--- config.mk ---
export PLATFORM = sky130hd
export DESIGN_NAME = wag_stream_buffer
export DESIGN_NICKNAME = d
export VERILOG_FILES = /design/src/rtl/wag_buf_pkg.sv /design/src/rtl/wag_rr_pointer.sv /design/src/rtl/wag_ripple_bank.sv /design/src/rtl/wag_occupancy_fsm.sv /design/src/rtl/wag_stream_buffer.sv
export SDC_FILE = /design/constraint.sdc
export NUM_CORES = 1
export LEC_CHECK = 0
export ABC_CLOCK_PERIOD_IN_PS = 2500
export CAP_MARGIN = 10
export CORE_MARGIN = 5
export CORE_UTILIZATION = 50
export DETAILED_ROUTE_END_ITERATION = 7
export HOLD_SLACK_MARGIN = 0.03
export PLACE_DENSITY = 0.74
export SYNTH_ARGS = -nofsm -noshare
export SYNTH_HDL_FRONTEND = slang
export SYNTH_HIERARCHICAL = 1
export SYNTH_SLANG_ARGS = --single-unit
--- constraint.sdc ---
create_clock -name clk -period 2.5 [get_ports clk]
set_input_delay 0.25 -clock clk [delete_from_list [all_inputs] [get_ports clk]]
set_output_delay 0.25 -clock clk [all_outputs]
set_load 0.005 [all_outputs]
--- src/rtl/wag_buf_pkg.sv ---
package wag_buf_pkg;

    typedef enum logic [1:0] {
        BANK_VACANT = 2'd0,
        BANK_ONE    = 2'd1,
        BANK_TWO    = 2'd2
    } bank_state_e;

    typedef enum logic [1:0] {
        OCC_EMPTY   = 2'd0,
        OCC_PARTIAL = 2'd1,
        OCC_FULL    = 2'd2
    } occ_state_e;

endpackage

--- src/rtl/wag_rr_pointer.sv ---
module wag_rr_pointer #(
    parameter int NUM_BANKS = 2,
    localparam int PTR_W = (NUM_BANKS > 1) ? $clog2(NUM_BANKS) : 1
) (
    input  logic             clk,
    input  logic             rst,
    input  logic             advance,
    output logic [PTR_W-1:0] ptr
);
    localparam logic [PTR_W-1:0] LAST = PTR_W'(NUM_BANKS - 1);

    logic [PTR_W-1:0] ptr_q;
    logic [PTR_W-1:0] ptr_d;

    always_comb begin
        ptr_d = ptr_q;
        if (advance) begin
            ptr_d = (ptr_q == LAST) ? '0 : ptr_q + PTR_W'(1);
        end
    end

    always_ff @(posedge clk) begin
        if (rst) begin
            ptr_q <= '0;
        end else begin
            ptr_q <= ptr_d;
        end
    end

    assign ptr = ptr_q;

endmodule

--- src/rtl/wag_ripple_bank.sv ---
module wag_ripple_bank
    import wag_buf_pkg::*;
#(
    parameter int DATA_W = 8
) (
    input  logic              clk,
    input  logic              rst,
    input  logic              wr_en,
    input  logic [DATA_W-1:0] wr_data,
    input  logic              rd_en,
    output logic [DATA_W-1:0] head,
    output bank_state_e       state
);
    bank_state_e       state_q;
    bank_state_e       state_d;
    logic [DATA_W-1:0] head_q;
    logic [DATA_W-1:0] tail_q;

    // next-state logic
    always_comb begin
        state_d = state_q;
        unique case (state_q)
            BANK_VACANT: begin
                if (wr_en) state_d = BANK_ONE;
            end
            BANK_ONE: begin
                if (wr_en && !rd_en)      state_d = BANK_TWO;
                else if (!wr_en && rd_en) state_d = BANK_VACANT;
            end
            BANK_TWO: begin
                if (rd_en && !wr_en) state_d = BANK_ONE;
            end
            default: state_d = BANK_VACANT;
        endcase
    end

    // state register
    always_ff @(posedge clk) begin
        if (rst) begin
            state_q <= BANK_VACANT;
        end else begin
            state_q <= state_d;
        end
    end

    // ripple data path: head is the oldest word, tail the younger one
    always_ff @(posedge clk) begin
        unique case (state_q)
            BANK_VACANT: begin
                if (wr_en) head_q <= wr_data;
            end
            BANK_ONE: begin
                if (wr_en && rd_en) head_q <= wr_data;
                else if (wr_en)     tail_q <= wr_data;
            end
            BANK_TWO: begin
                if (rd_en) begin
                    head_q <= tail_q;
                    if (wr_en) tail_q <= wr_data;
                end
            end
            default: ;
        endcase
    end

    assign head  = head_q;
    assign state = state_q;

    // The rotating write pointer never lands on a full bank unless it is also drained.
    assert_bank_no_overflow_R3: assert property (@(posedge clk) disable iff (rst)
        (wr_en && !rd_en) |-> (state_q != BANK_TWO));

    // The read pointer never selects a vacant bank.
    assert_bank_no_underflow_R4: assert property (@(posedge clk) disable iff (rst)
        rd_en |-> (state_q != BANK_VACANT));

endmodule

--- src/rtl/wag_occupancy_fsm.sv ---
module wag_occupancy_fsm
    import wag_buf_pkg::*;
#(
    parameter int CAPACITY = 4,
    localparam int CNT_W = $clog2(CAPACITY + 1)
) (
    input  logic clk,
    input  logic rst,
    input  logic in_valid,
    input  logic out_ready,
    output logic in_ready,
    output logic out_valid,
    output logic push,
    output logic pop
);
    localparam logic [CNT_W-1:0] CAP_CNT = CNT_W'(CAPACITY);

    occ_state_e       state_q;
    occ_state_e       state_d;
    logic [CNT_W-1:0] cnt_q;
    logic [CNT_W-1:0] cnt_d;

    assign push = in_valid && in_ready;
    assign pop  = out_valid && out_ready;

    always_comb begin
        cnt_d = cnt_q;
        unique case ({push, pop})
            2'b10:   cnt_d = cnt_q + CNT_W'(1);
            2'b01:   cnt_d = cnt_q - CNT_W'(1);
            default: cnt_d = cnt_q;
        endcase
        if (cnt_d == '0)          state_d = OCC_EMPTY;
        else if (cnt_d == CAP_CNT) state_d = OCC_FULL;
        else                       state_d = OCC_PARTIAL;
    end

    // state register
    always_ff @(posedge clk) begin
        if (rst) begin
            state_q <= OCC_EMPTY;
            cnt_q   <= '0;
        end else begin
            state_q <= state_d;
            cnt_q   <= cnt_d;
        end
    end

    // outputs from state
    always_comb begin
        unique case (state_q)
            OCC_EMPTY: begin
                in_ready  = 1'b1;
                out_valid = 1'b0;
            end
            OCC_PARTIAL: begin
                in_ready  = 1'b1;
                out_valid = 1'b1;
            end
            OCC_FULL: begin
                in_ready  = 1'b0;
                out_valid = 1'b1;
            end
            default: begin
                in_ready  = 1'b0;
                out_valid = 1'b0;
            end
        endcase
    end

    assert_full_matches_count_R3: assert property (@(posedge clk) disable iff (rst)
        (state_q == OCC_FULL) |-> (cnt_q == CAP_CNT));

    assert_empty_matches_count_R4: assert property (@(posedge clk) disable iff (rst)
        (state_q == OCC_EMPTY) |-> (cnt_q == '0));

    assert_pair_keeps_count_R5: assert property (@(posedge clk) disable iff (rst)
        (push && pop) |=> $stable(cnt_q));

endmodule

--- src/rtl/wag_stream_buffer.sv ---
module wag_stream_buffer
    import wag_buf_pkg::*;
#(
    parameter int NUM_BANKS = 2,
    parameter int DATA_W    = 8
) (
    input  logic              clk,
    input  logic              rst,
    input  logic [DATA_W-1:0] in_data,
    input  logic              in_valid,
    output logic              in_ready,
    output logic [DATA_W-1:0] out_data,
    output logic              out_valid,
    input  logic              out_ready
);
    localparam int CAPACITY = 2 * NUM_BANKS;
    localparam int PTR_W    = (NUM_BANKS > 1) ? $clog2(NUM_BANKS) : 1;

    initial begin
        assert (NUM_BANKS == 2 || NUM_BANKS == 4)
            else $error("wag_stream_buffer: NUM_BANKS must be 2 or 4");
    end

    logic             push;
    logic             pop;
    logic [PTR_W-1:0] wr_ptr;
    logic [PTR_W-1:0] rd_ptr;

    logic [DATA_W-1:0] bank_head [NUM_BANKS];
    bank_state_e       bank_st   [NUM_BANKS];

    wag_occupancy_fsm #(.CAPACITY(CAPACITY)) u_occ (
        .clk       (clk),
        .rst       (rst),
        .in_valid  (in_valid),
        .out_ready (out_ready),
        .in_ready  (in_ready),
        .out_valid (out_valid),
        .push      (push),
        .pop       (pop)
    );

    wag_rr_pointer #(.NUM_BANKS(NUM_BANKS)) u_wr_ptr (
        .clk     (clk),
        .rst     (rst),
        .advance (push),
        .ptr     (wr_ptr)
    );

    wag_rr_pointer #(.NUM_BANKS(NUM_BANKS)) u_rd_ptr (
        .clk     (clk),
        .rst     (rst),
        .advance (pop),
        .ptr     (rd_ptr)
    );

    for (genvar b = 0; b < NUM_BANKS; b++) begin : g_bank
        wag_ripple_bank #(.DATA_W(DATA_W)) u_bank (
            .clk     (clk),
            .rst     (rst),
            .wr_en   (push && (wr_ptr == PTR_W'(b))),
            .wr_data (in_data),
            .rd_en   (pop && (rd_ptr == PTR_W'(b))),
            .head    (bank_head[b]),
            .state   (bank_st[b])
        );
    end

    assign out_data = bank_head[rd_ptr];

    // A stalled output word must not move, even when a push lands in the same bank.
    assert_stall_holds_data_R8: assert property (@(posedge clk) disable iff (rst)
        (out_valid && !out_ready) |=> $stable(out_data));

    // The bank under the read pointer holds a word whenever the buffer reports one.
    assert_read_bank_occupied_R2: assert property (@(posedge clk) disable iff (rst)
        out_valid |-> (bank_st[rd_ptr] != BANK_VACANT));

endmodule

Word-level counts from Yosys, hierarchy flattened
Cells that the tools add are included.

storage, ports and cells
  word-level logic and storage cells = 107
  output and inout port bits = 10
  input bits = 12
  flip-flop bits (word level) = 43

operators by class
  order comparisons = 1
  muxes and demuxes = 35
  reduce and logical (&&, ||, !) cells = 33
  bitwise gates (word level) = 3
  add/sub/neg operators = 4
  eq/ne operators = 21

operator list
  operator                                                                  number
  8-bit two-way mux                                                         15
  8-bit case mux with 3 select lines                                        2
  8-bit case mux with 2 select lines                                        2
  2-bit two-way mux                                                         9
  2-bit by 1-bit inequality test with 1-bit output (second input constant)  8
  1-bit logical AND                                                         12
  2-bit case mux with 3 select lines                                        2
  3-bit AND reduction                                                       4
  2-bit by 1-bit equality test with 1-bit output (second input constant)    4
  2-bit equality test (second input constant)                               4
  4-bit AND reduction                                                       2
  2-bit logical NOT                                                         3
  3-bit by 1-bit inequality test with 1-bit output (second input constant)  2
  3-bit case mux with 2 select lines                                        1
  3-bit nonzero test                                                        2
  2-bit OR reduction                                                        3
  1-bit logical NOT                                                         4
  1-bit two-way mux                                                         4
  2-bit inequality test (second input constant)                             2
  2-bit nonzero test                                                        2
  3-bit by 1-bit adder with 3-bit output (second input constant)            1
  3-bit equality test (second input constant)                               1
  3-bit logical NOT                                                         1
  3-bit by 1-bit subtractor with 3-bit output (second input constant)       1
  other kinds (4)                                                           6

Longest topological paths before layout
Gate-level depths: netlist (run 1).

  word-level depth = 10
  mapped depth = 11
  depth with buffers taken out = 11

Hierarchy
The synthesis (run 1) kept the hierarchy.

by module, submodules not included
  module             times used  cells an instance  area each (um2)  seq. area each (um2)
  wag_ripple_bank    2           48                 809.5            520.5
  wag_occupancy_fsm  1           34                 307.8            100.1
  wag_stream_buffer  1           13                 160.2            0.0
  wag_rr_pointer     2           3                  32.5             20.0

Least setup slack after synthesis (run 1)
Ideal clock, no wire load.

  path kind = register to register
  start = reg u_occ.state_q[0]
  end = reg g_bank[1].u_bank.tail_q[0], enable pin
  arrival time = 1.951 ns
  library setup time = 0.375 ns
  setup slack = 0.174 ns
  buffers on the path = 0
  required time = 2.125 ns
  cell stages (with the launch flop) = 11
  period minus slack after synthesis = 2.326 ns
  cell sequence = dfxtp_1 > inv_1 > ha_1 > or2_2 > nand2_1 > inv_1 > and2_1 > ha_1 > nor2_1 > nand2_1 > a21oi_1

on the way
  cells in the longest elaborated chain, start to end = 8
  elaborated cells between the ends (all ways) = 15
  classes of those cells = eq/ne: 4; mux: 2; reduce/logical: 9

ends and longest elaborated chain
  element                                                                                     RTL line                 text
  from (decl)                                                                                 wag_occupancy_fsm.sv:18  occ_state_e state_q;
  from (signal assigned)                                                                      wag_occupancy_fsm.sv:44  state_q <= state_d;
  2-bit by 1-bit equality test with 1-bit output / 2-bit logical NOT (equally long branches)  wag_occupancy_fsm.sv:51  unique case (state_q)
  2-bit OR reduction (no source line) *                                                       n/a
  1-bit two-way mux *                                                                         wag_occupancy_fsm.sv:51
  named net in_ready                                                                          wag_stream_buffer.sv:11  output logic in_ready,
  1-bit logical AND *                                                                         wag_occupancy_fsm.sv:23  assign push = in_valid && in_ready;
  named net push                                                                              wag_stream_buffer.sv:24  logic push;
  1-bit logical AND *                                                                         wag_stream_buffer.sv:61  .wr_en (push && (wr_ptr == PTR_W'(b))),
  1-bit logical AND *                                                                         wag_ripple_bank.sv:53    if (wr_en && rd_en) head_q <= wr_data;
  2-bit inequality test (no source line) *                                                    n/a
  3-bit AND reduction (no source line) *                                                      n/a
  to (signal assigned)                                                                        wag_ripple_bank.sv:54    else if (wr_en) tail_q <= wr_data;
  to (signal assigned)                                                                        wag_ripple_bank.sv:59    if (wr_en) tail_q <= wr_data;
  to (decl)                                                                                   wag_ripple_bank.sv:17    logic [DATA_W-1:0] tail_q;

The timed path passes the listed nets; every way through them passes the cells marked *.
A chain may end at the register's enable or synchronous reset.

Worst setup path after layout (run 1)
  start = reg u_occ.state_q[0]
  end = reg u_occ.cnt_q[2]

on the way
  cells in the longest elaborated chain, start to end = 6
  elaborated cells between the ends (all ways) = 12
  classes of those cells = eq/ne: 4; mux: 3; reduce/logical: 5

ends and longest elaborated chain
  element                                                                                       RTL line                                          text
  2-bit by 1-bit equality test with 1-bit output (tied with other cells)                        wag_occupancy_fsm.sv:51
  2-bit OR reduction (no source line)                                                           n/a
  1-bit two-way mux                                                                             wag_occupancy_fsm.sv:51
  1-bit logical AND, on equally long branches                                                   wag_occupancy_fsm.sv:24, wag_occupancy_fsm.sv:23
  2-bit by 1-bit equality test with 1-bit output / 2-bit equality test (equally long branches)  wag_occupancy_fsm.sv:28                           unique case ({push, pop})
  3-bit case mux with 2 select lines *                                                          wag_occupancy_fsm.sv:28
  to (signal assigned)                                                                          wag_occupancy_fsm.sv:45                           cnt_q <= cnt_d;
  to (decl)                                                                                     wag_occupancy_fsm.sv:20                           logic [CNT_W-1:0] cnt_q;

Mark *: on every way between the ends. The rest lies on a longest branch, timed or not.

==> metrics.md, run 1 <==
| Metric | Value |
|---|---|
| Fraction of registers with async set or reset after synthesis | `0%` |
| Final hold vios | `0` |
| Buf+Inv Stages, Crit Path | `2` |
| DRC Markers | `0` |
| Largest cells by area after synthesis | `edfxtp_1 45%, mux2_4 17%, dfxtp_1 10%` |
| Layout Skew | `slightly below 2 ps` |
| Final setup violation count | `0` |
| Post-synth top area cell | `edfxtp_1` |
| Critical-path maximum fanout | `2` |
| GRT overflow | `0` |
| CTS-repair resized insts | `0` |
| Largest net degree at the start of global routing | `13` |
| Setup_tns | `0 ps` |
| Drt initial violations | `93` |
| Crit path arrival time | `about 2500 ps` |
| GRT Util Overall | `~14%` |
| Unrepaired setup endpoints after global routing | `no` |
| FP Rows | `23` |
| Syn_nets | `171` |
| Syn Std Cell Area | `roughly 0.0022 mm²` |
| Unique masters post-synth | `31` |
| Peak VDD IR | `between 0.0005 and 0.0006 V` |
| Post-DP HPWL | `roughly 2.5 mm` |
| Most common cell after layout, fill and taps aside | `edfxtp_1` |
| CTS tree | `done` |
| GPL Wtd Cong | `about 0.74` |
| Yosys warns | `6` |
| Area Growth Syn to Fin | `16.4%` |
| Clock root cell | `clkbuf_8` |
| Slew Limit Headroom | `71.9%` |
| Total clock buffers created by CTS | `5` |
| CP Class | `flop to flop` |
| Via count | `between 1000 and 1500` |
| Minimum clock period | `2330 ps` |
| Post-synth EDFFs | `32` |
| CTS max path bufs | `2` |
| Worst-margin pin slew | `approximately 420 ps` |
| First-pass detailed-route iteration total | `4` |
| Syn_area_per_cell | `14.4 µm²` |
| Drt total wl | `around 3.5 mm` |
| CTS HTree Levels | `2` |
| Die span in y | `approximately 76 µm` |
| Yosys top cell area share | `approximately 45%` |
| CP max-delay cell | `fa_1` |
| Post-DRT Antenna Nets | `0` |
| # Post-CTS Setup Buffers | `0` |
| Chip width | `approximately 76 µm` |
| Crit path largest cell delay | `between 400 and 500 ps` |
| Input/output buffers | `21` |
| Initial Utilization | `between 50% and 60%` |
| Seq cells post-synth | `43` |
| Fmax | `about 430 MHz` |
| Core Area | `just over 0.004 mm²` |
| Fin cells | `~230` |
| Max-capacitance violation count | `0` |
| Final setup margin | `170 ps` |
| Dpl cells | `~220` |
| Routed length per placed instance | `approximately 15 µm` |
| Crit start category | `flop` |
| CTS Hold Bufs | `0` |
| CP cell instances | `inv_1, ha_1, or2_2, nand2_1, ha_1, inv_1, fa_1, xnor2_2, nor4b_2, or2_1` |
| Layout cells sized above 1 | `between 20% and 30%` |
| Total clock sinks | `43` |
| Most frequent cells in the layout | `32 x edfxtp_1, 24 x mux2_4, 21 x clkdlybuf4s50_1, 13 x inv_1, 11 x dfxtp_1` |
| CP required | `2680 ps` |
| Global-route wire length before repair | `about 5.7 mm` |
| Clock slew at reported path FFs | `approximately 70 ps` |
| I/O pins | `22` |
| Max Slew Vio Count | `0` |
| CP Capture Type | `flop` |
| Power Density | `roughly 900 mW/mm²` |
| Sequential element share of the synthesized area | `between 50 and 60%` |
| # nets final | `~200` |
| Clock Latency Late Sink | `around 290 ps` |
| Post-layout util | `roughly 61%` |
| Leak | `about 0.95 nW` |
| Dpl ws | `slightly below 90 ps` |
| Vias in the first global route | `roughly 1300` |
| Die area | `0.00572 mm²` |
| Status | `finished, final reports clean` |
| Fin crit share | `between 90% and 100%` |
| Initial antenna violation count | `0` |
| Drt via density | `5.16` |
| ANT cells | `0` |
| Top_reg_cell synth | `edfxtp_1` |
| Hold WS | `around 550 ps` |
| Cell count after synthesis | `149` |
| Worst Hold Class | `flop to flop` |
| Family with the most delay on the worst path | `adder cells` |
-- where the power goes --
group / switching (mW) / internal [mW] / leakage [nW] / total, mW
Sequential: 0.0788 / 0.919 / 0.383 / 0.998
Clock: 0.214 / 0.190 / 0.0403 / 0.405
Combinational: 0.366 / 0.474 / 0.528 / 0.841
Total: 0.660 / 1.58 / 0.951 / 2.24
-- flip-flops by register name, summed over array words and instances (netlist names) --
register,cells
u_rd_ptr/ptr,1
g_bank.u_bank/head,16
g_bank.u_bank/state,4
u_wr_ptr/ptr,1
u_occ/cnt_q,3
u_occ/state_q,2
g_bank.u_bank/tail_q,16
-- worst reg2reg max path, stage by stage, from the launching register on --
cell	delay, ps
dfxtp_1	330
inv_1	50
ha_1	190
or2_2	300
nand2_1	90
ha_1	230
inv_1	70
fa_1	410
xnor2_2	160
nor4b_2	170
or2_1	220
-- per-stage QoR --
step	total power, mW	area, µm²
after detailed placement	1.86	2420
final	2.24	2500
after floorplan	1.55	2150
after CTS	2.27	2500
after global routing	2.40	2500
after global placement	1.80	2420
-- per-layer routing --
metal,track usage (%),vias to the layer above,routed length [µm]
met5,0,-,0
met4,5.83,0,40
met3,3.17,5,116
met2,26.7,17,1980
met1,14.0,583,1330
li1,-,586,-
-- cell families (layout without fill, tap and decap cells) --
kind of cell / after synthesis / count (layout) / share of synthesized area, %
buffers and inverters: 16 / 48 / 4.65
adder cells (fa/ha/maj): 10 / 10 / 6.16
AND/OR/NAND/NOR: 37 / 37 / 11.4
flip-flops: 43 / 43 / 54.9
multiplexers: 24 / 24 / 16.7
XOR/XNOR: 4 / 4 / 1.98
AO/OA/AOI/OAI: 15 / 15 / 4.19
-- cell type report --
cell class | instances | area (µm²)
Inverter | 13 | 48.8
Clock buffer | 6 | 72.6
Multi-Input combinational cell | 90 | 877
Tap cell | 50 | 62.6
Sequential cell | 43 | 1180
Timing Repair Buffer | 27 | 255
Fill cell | 321 | 1580
Clock inverter | 2 | 7.51
-- synthesized netlist by cell type, types with 2 or more instances --
library cell and instances:
a21oi_1 8, nand2b_1 3, o21ai_0 2, nor2b_1 3, a211oi_1 4, dfxtp_1 11
nand2_1 3, and2_1 2, nor2_1 10, xnor2_1 2, buf_12 2, ha_1 9
nor2b_4 2, edfxtp_1 32, mux2_4 24, nand3b_1 4, and4bb_2 2, inv_1 13
-- final timing paths --
path / start / endpoint / slack [ps] / cells after the start
max reg2reg: u_occ/state_q[0]$_SDFF_PP0_ / u_occ/cnt_q[2]$_SDFF_PP0_ / 170 / 10
min reg2reg: g_bank[0].u_bank/tail_q[3]$_DFFE_PP_ / g_bank[0].u_bank/head[3]$_DFFE_PP_ / 550 / 1
min: g_bank[0].u_bank/tail_q[3]$_DFFE_PP_ / g_bank[0].u_bank/head[3]$_DFFE_PP_ / 550 / 1
max: u_occ/state_q[0]$_SDFF_PP0_ / u_occ/cnt_q[2]$_SDFF_PP0_ / 170 / 10
Note: power is estimated with default switching activity, not from simulation.
==> inputs of run 2 (changes only) <==
Settings changed: ABC_CLOCK_PERIOD_IN_PS 2500 to 1920.
Clock period 2.5 ns to 1.92 ns, I/O delays scaled along.
==> metrics.md, run 2 (synthesis results as in run 1) <==
| Metric | Value |
|---|---|
| CP max-delay cell | `fa_2` |
| Total Power | `3.67 mW` |
| Drt via density | `approximately 5.1` |
| Clock Latency Late Sink | `around 290 ps` |
| ANT cells | `0` |
| GRT Util Overall | `approximately 16%` |
| Power Density | `between 1000 and 1500 mW/mm²` |
| I/O pins | `22` |
| Fin crit share | `109%` |
| Clock root cell | `clkbuf_8` |
| Initial antenna violation count | `0` |
| # nets final | `about 220` |
| Initial Utilization | `52.7%` |
| DRC Markers | `0` |
| FP Rows | `23` |
| Crit path arrival time | `about 2300 ps` |
| Max Slew Vio Count | `0` |
| Drt initial violations | `between 50 and 60` |
| Post-DP HPWL | `approximately 2.9 mm` |
| Crit start category | `flop` |
| Final hold vios | `0` |
| Area Growth Syn to Fin | `35.0%` |
| Fmax | `479 MHz` |
| Final setup margin | `-168 ps` |
| CP cell instances | `inv_2, ha_4, or2_4, nand2_4, ha_4, inv_2, fa_2, and3b_2, nor2_2, o21ba_4` |
| CP Class | `flop to flop` |
| CP Capture Type | `flop` |
| Failing checks | `setup timing` |
| Largest net degree at the start of global routing | `15` |
| Global-route wire length before repair | `6.65 mm` |
| Hold WS | `about 550 ps` |
| Peak VDD IR | `0.000862 V` |
| Routed length per placed instance | `16.8 µm` |
| CTS max path bufs | `2` |
| Unrepaired setup endpoints after global routing | `yes` |
| Layout cells sized above 1 | `roughly 50%` |
| Hold path cells | `1` |
| Most common cell after layout, fill and taps aside | `edfxtp_1` |
| Input/output buffers | `21` |
| Most frequent cells in the layout | `32 x edfxtp_1, 24 x mux2_4, 21 x clkdlybuf4s50_1, 12 x buf_4, 9 x dfxtp_1` |
| Max-capacitance violation count | `0` |
| CTS HTree Levels | `2` |
| Clock slew at reported path FFs | `around 90 ps` |
| Status | `finished with violations` |
| Dpl ws | `-212 ps` |
| Worst-margin pin slew | `between 400 and 500 ps` |
| Critical-path maximum fanout | `2` |
| GPL Wtd Cong | `between 0.8 and 0.9` |
| Drt total wl | `just over 4 mm` |
| Vias in the first global route | `approximately 1400` |
| First-pass detailed-route iteration total | `3` |
| Fillcell total | `approximately 260` |
| CTS tree | `done` |
| Die span in y | `between 70 and 80 µm` |
| Leak | `1.07 nW` |
| CP required | `2150 ps` |
| Crit path largest cell delay | `530 ps` |
| Total clock buffers created by CTS | `5` |
| Worst Reg-to-Reg Cells | `10` |
| Post-DRT Antenna Nets | `0` |
| Final setup violation count | `37` |
| Worst Hold Class | `flop to flop` |
| Core Area | `between 0.004 and 0.005 mm²` |
| Slew Limit Headroom | `between 60 and 70%` |
| Via count | `about 1300` |
| Chip width | `75.6 µm` |
| Die area | `around 0.0057 mm²` |
| Total clock sinks | `43` |
| Minimum clock period | `2090 ps` |
| GRT overflow | `0` |
| Layout Skew | `6.73 ps` |
## run 2: final cells by class
type / instances / area (µm²) / share of cell area, %
repair buffers: 42 / 428 / 14.7
well taps: 50 / 62.6 / 2.15
clock inverters: 3 / 43.8 / 1.51
inverters: 13 / 53.8 / 1.85
clock buffers: 5 / 68.8 / 2.37
flip-flops and latches: 43 / 1180 / 40.7
multi-input cells: 90 / 1060 / 36.6
## run 2: critical path, delay by kind of cell (launching register included)
kind | cells | cell delay (ps)
fa+ha+maj | 3 | 810
simple gates | 4 | 580
flops | 1 | 340
compound gates | 1 | 220
buf+inv | 2 | 90
## run 2: report_power, final
part | switching [mW] | leakage, nW | internal [mW]
Combinational | 0.659 | 0.630 | 0.986
Sequential | 0.126 | 0.383 | 1.20
Clock | 0.313 | 0.0581 | 0.387
## run 2: final timing paths
path,startpoint,to,slack (ps)
worst min-delay path,g_bank[0].u_bank/tail_q[6]$_DFFE_PP_,g_bank[0].u_bank/head[6]$_DFFE_PP_,550
worst max register to register,u_occ/state_q[0]$_SDFF_PP0_,u_occ/state_q[1]$_SDFF_PP0_,-170
worst max-delay path,u_occ/state_q[0]$_SDFF_PP0_,u_occ/state_q[1]$_SDFF_PP0_,-170
worst min register to register,g_bank[0].u_bank/tail_q[6]$_DFFE_PP_,g_bank[0].u_bank/head[6]$_DFFE_PP_,550
## run 2: metal layers
metal / global-route usage (%) / vias up / share of wire [%]
met4: 6.02 / 0 / 1.8
met2: 30.0 / 19 / 53
li1: - / 623 / -
met3: 3.96 / 6 / 3.6
met1: 17.5 / 618 / 42
met5: 0 / - / 0
## run 2: timing repair
| item | 4_1_cts | 5_1_grt |
|---|---|---|
| cloned | 0 | 0 |
| gates resized for setup | 21 | 14 |
| hold buffers | 0 | 0 |
| setup endpoints to repair | 28 | 46 |
| pin swaps | 9 | 10 |
| buffers inserted | 4 | 2 |
## run 2: through the flow
| stage | setup TNS, ps | utilization [%] | std cells | area [µm²] |
|---|---|---|---|---|
| 3_3_place_gp | -1000 | 63.6 | 232 | 2600 |
| 6_report | -4140 | 71.1 | 246 | 2910 |
| 3_5_place_dp | -3190 | 63.6 | 232 | 2600 |
| 2_1_floorplan | -157 | - | 149 | 2230 |
| 5_1_grt | -6950 | 71.1 | 246 | 2910 |
| 4_1_cts | -4640 | 69.5 | 244 | 2840 |
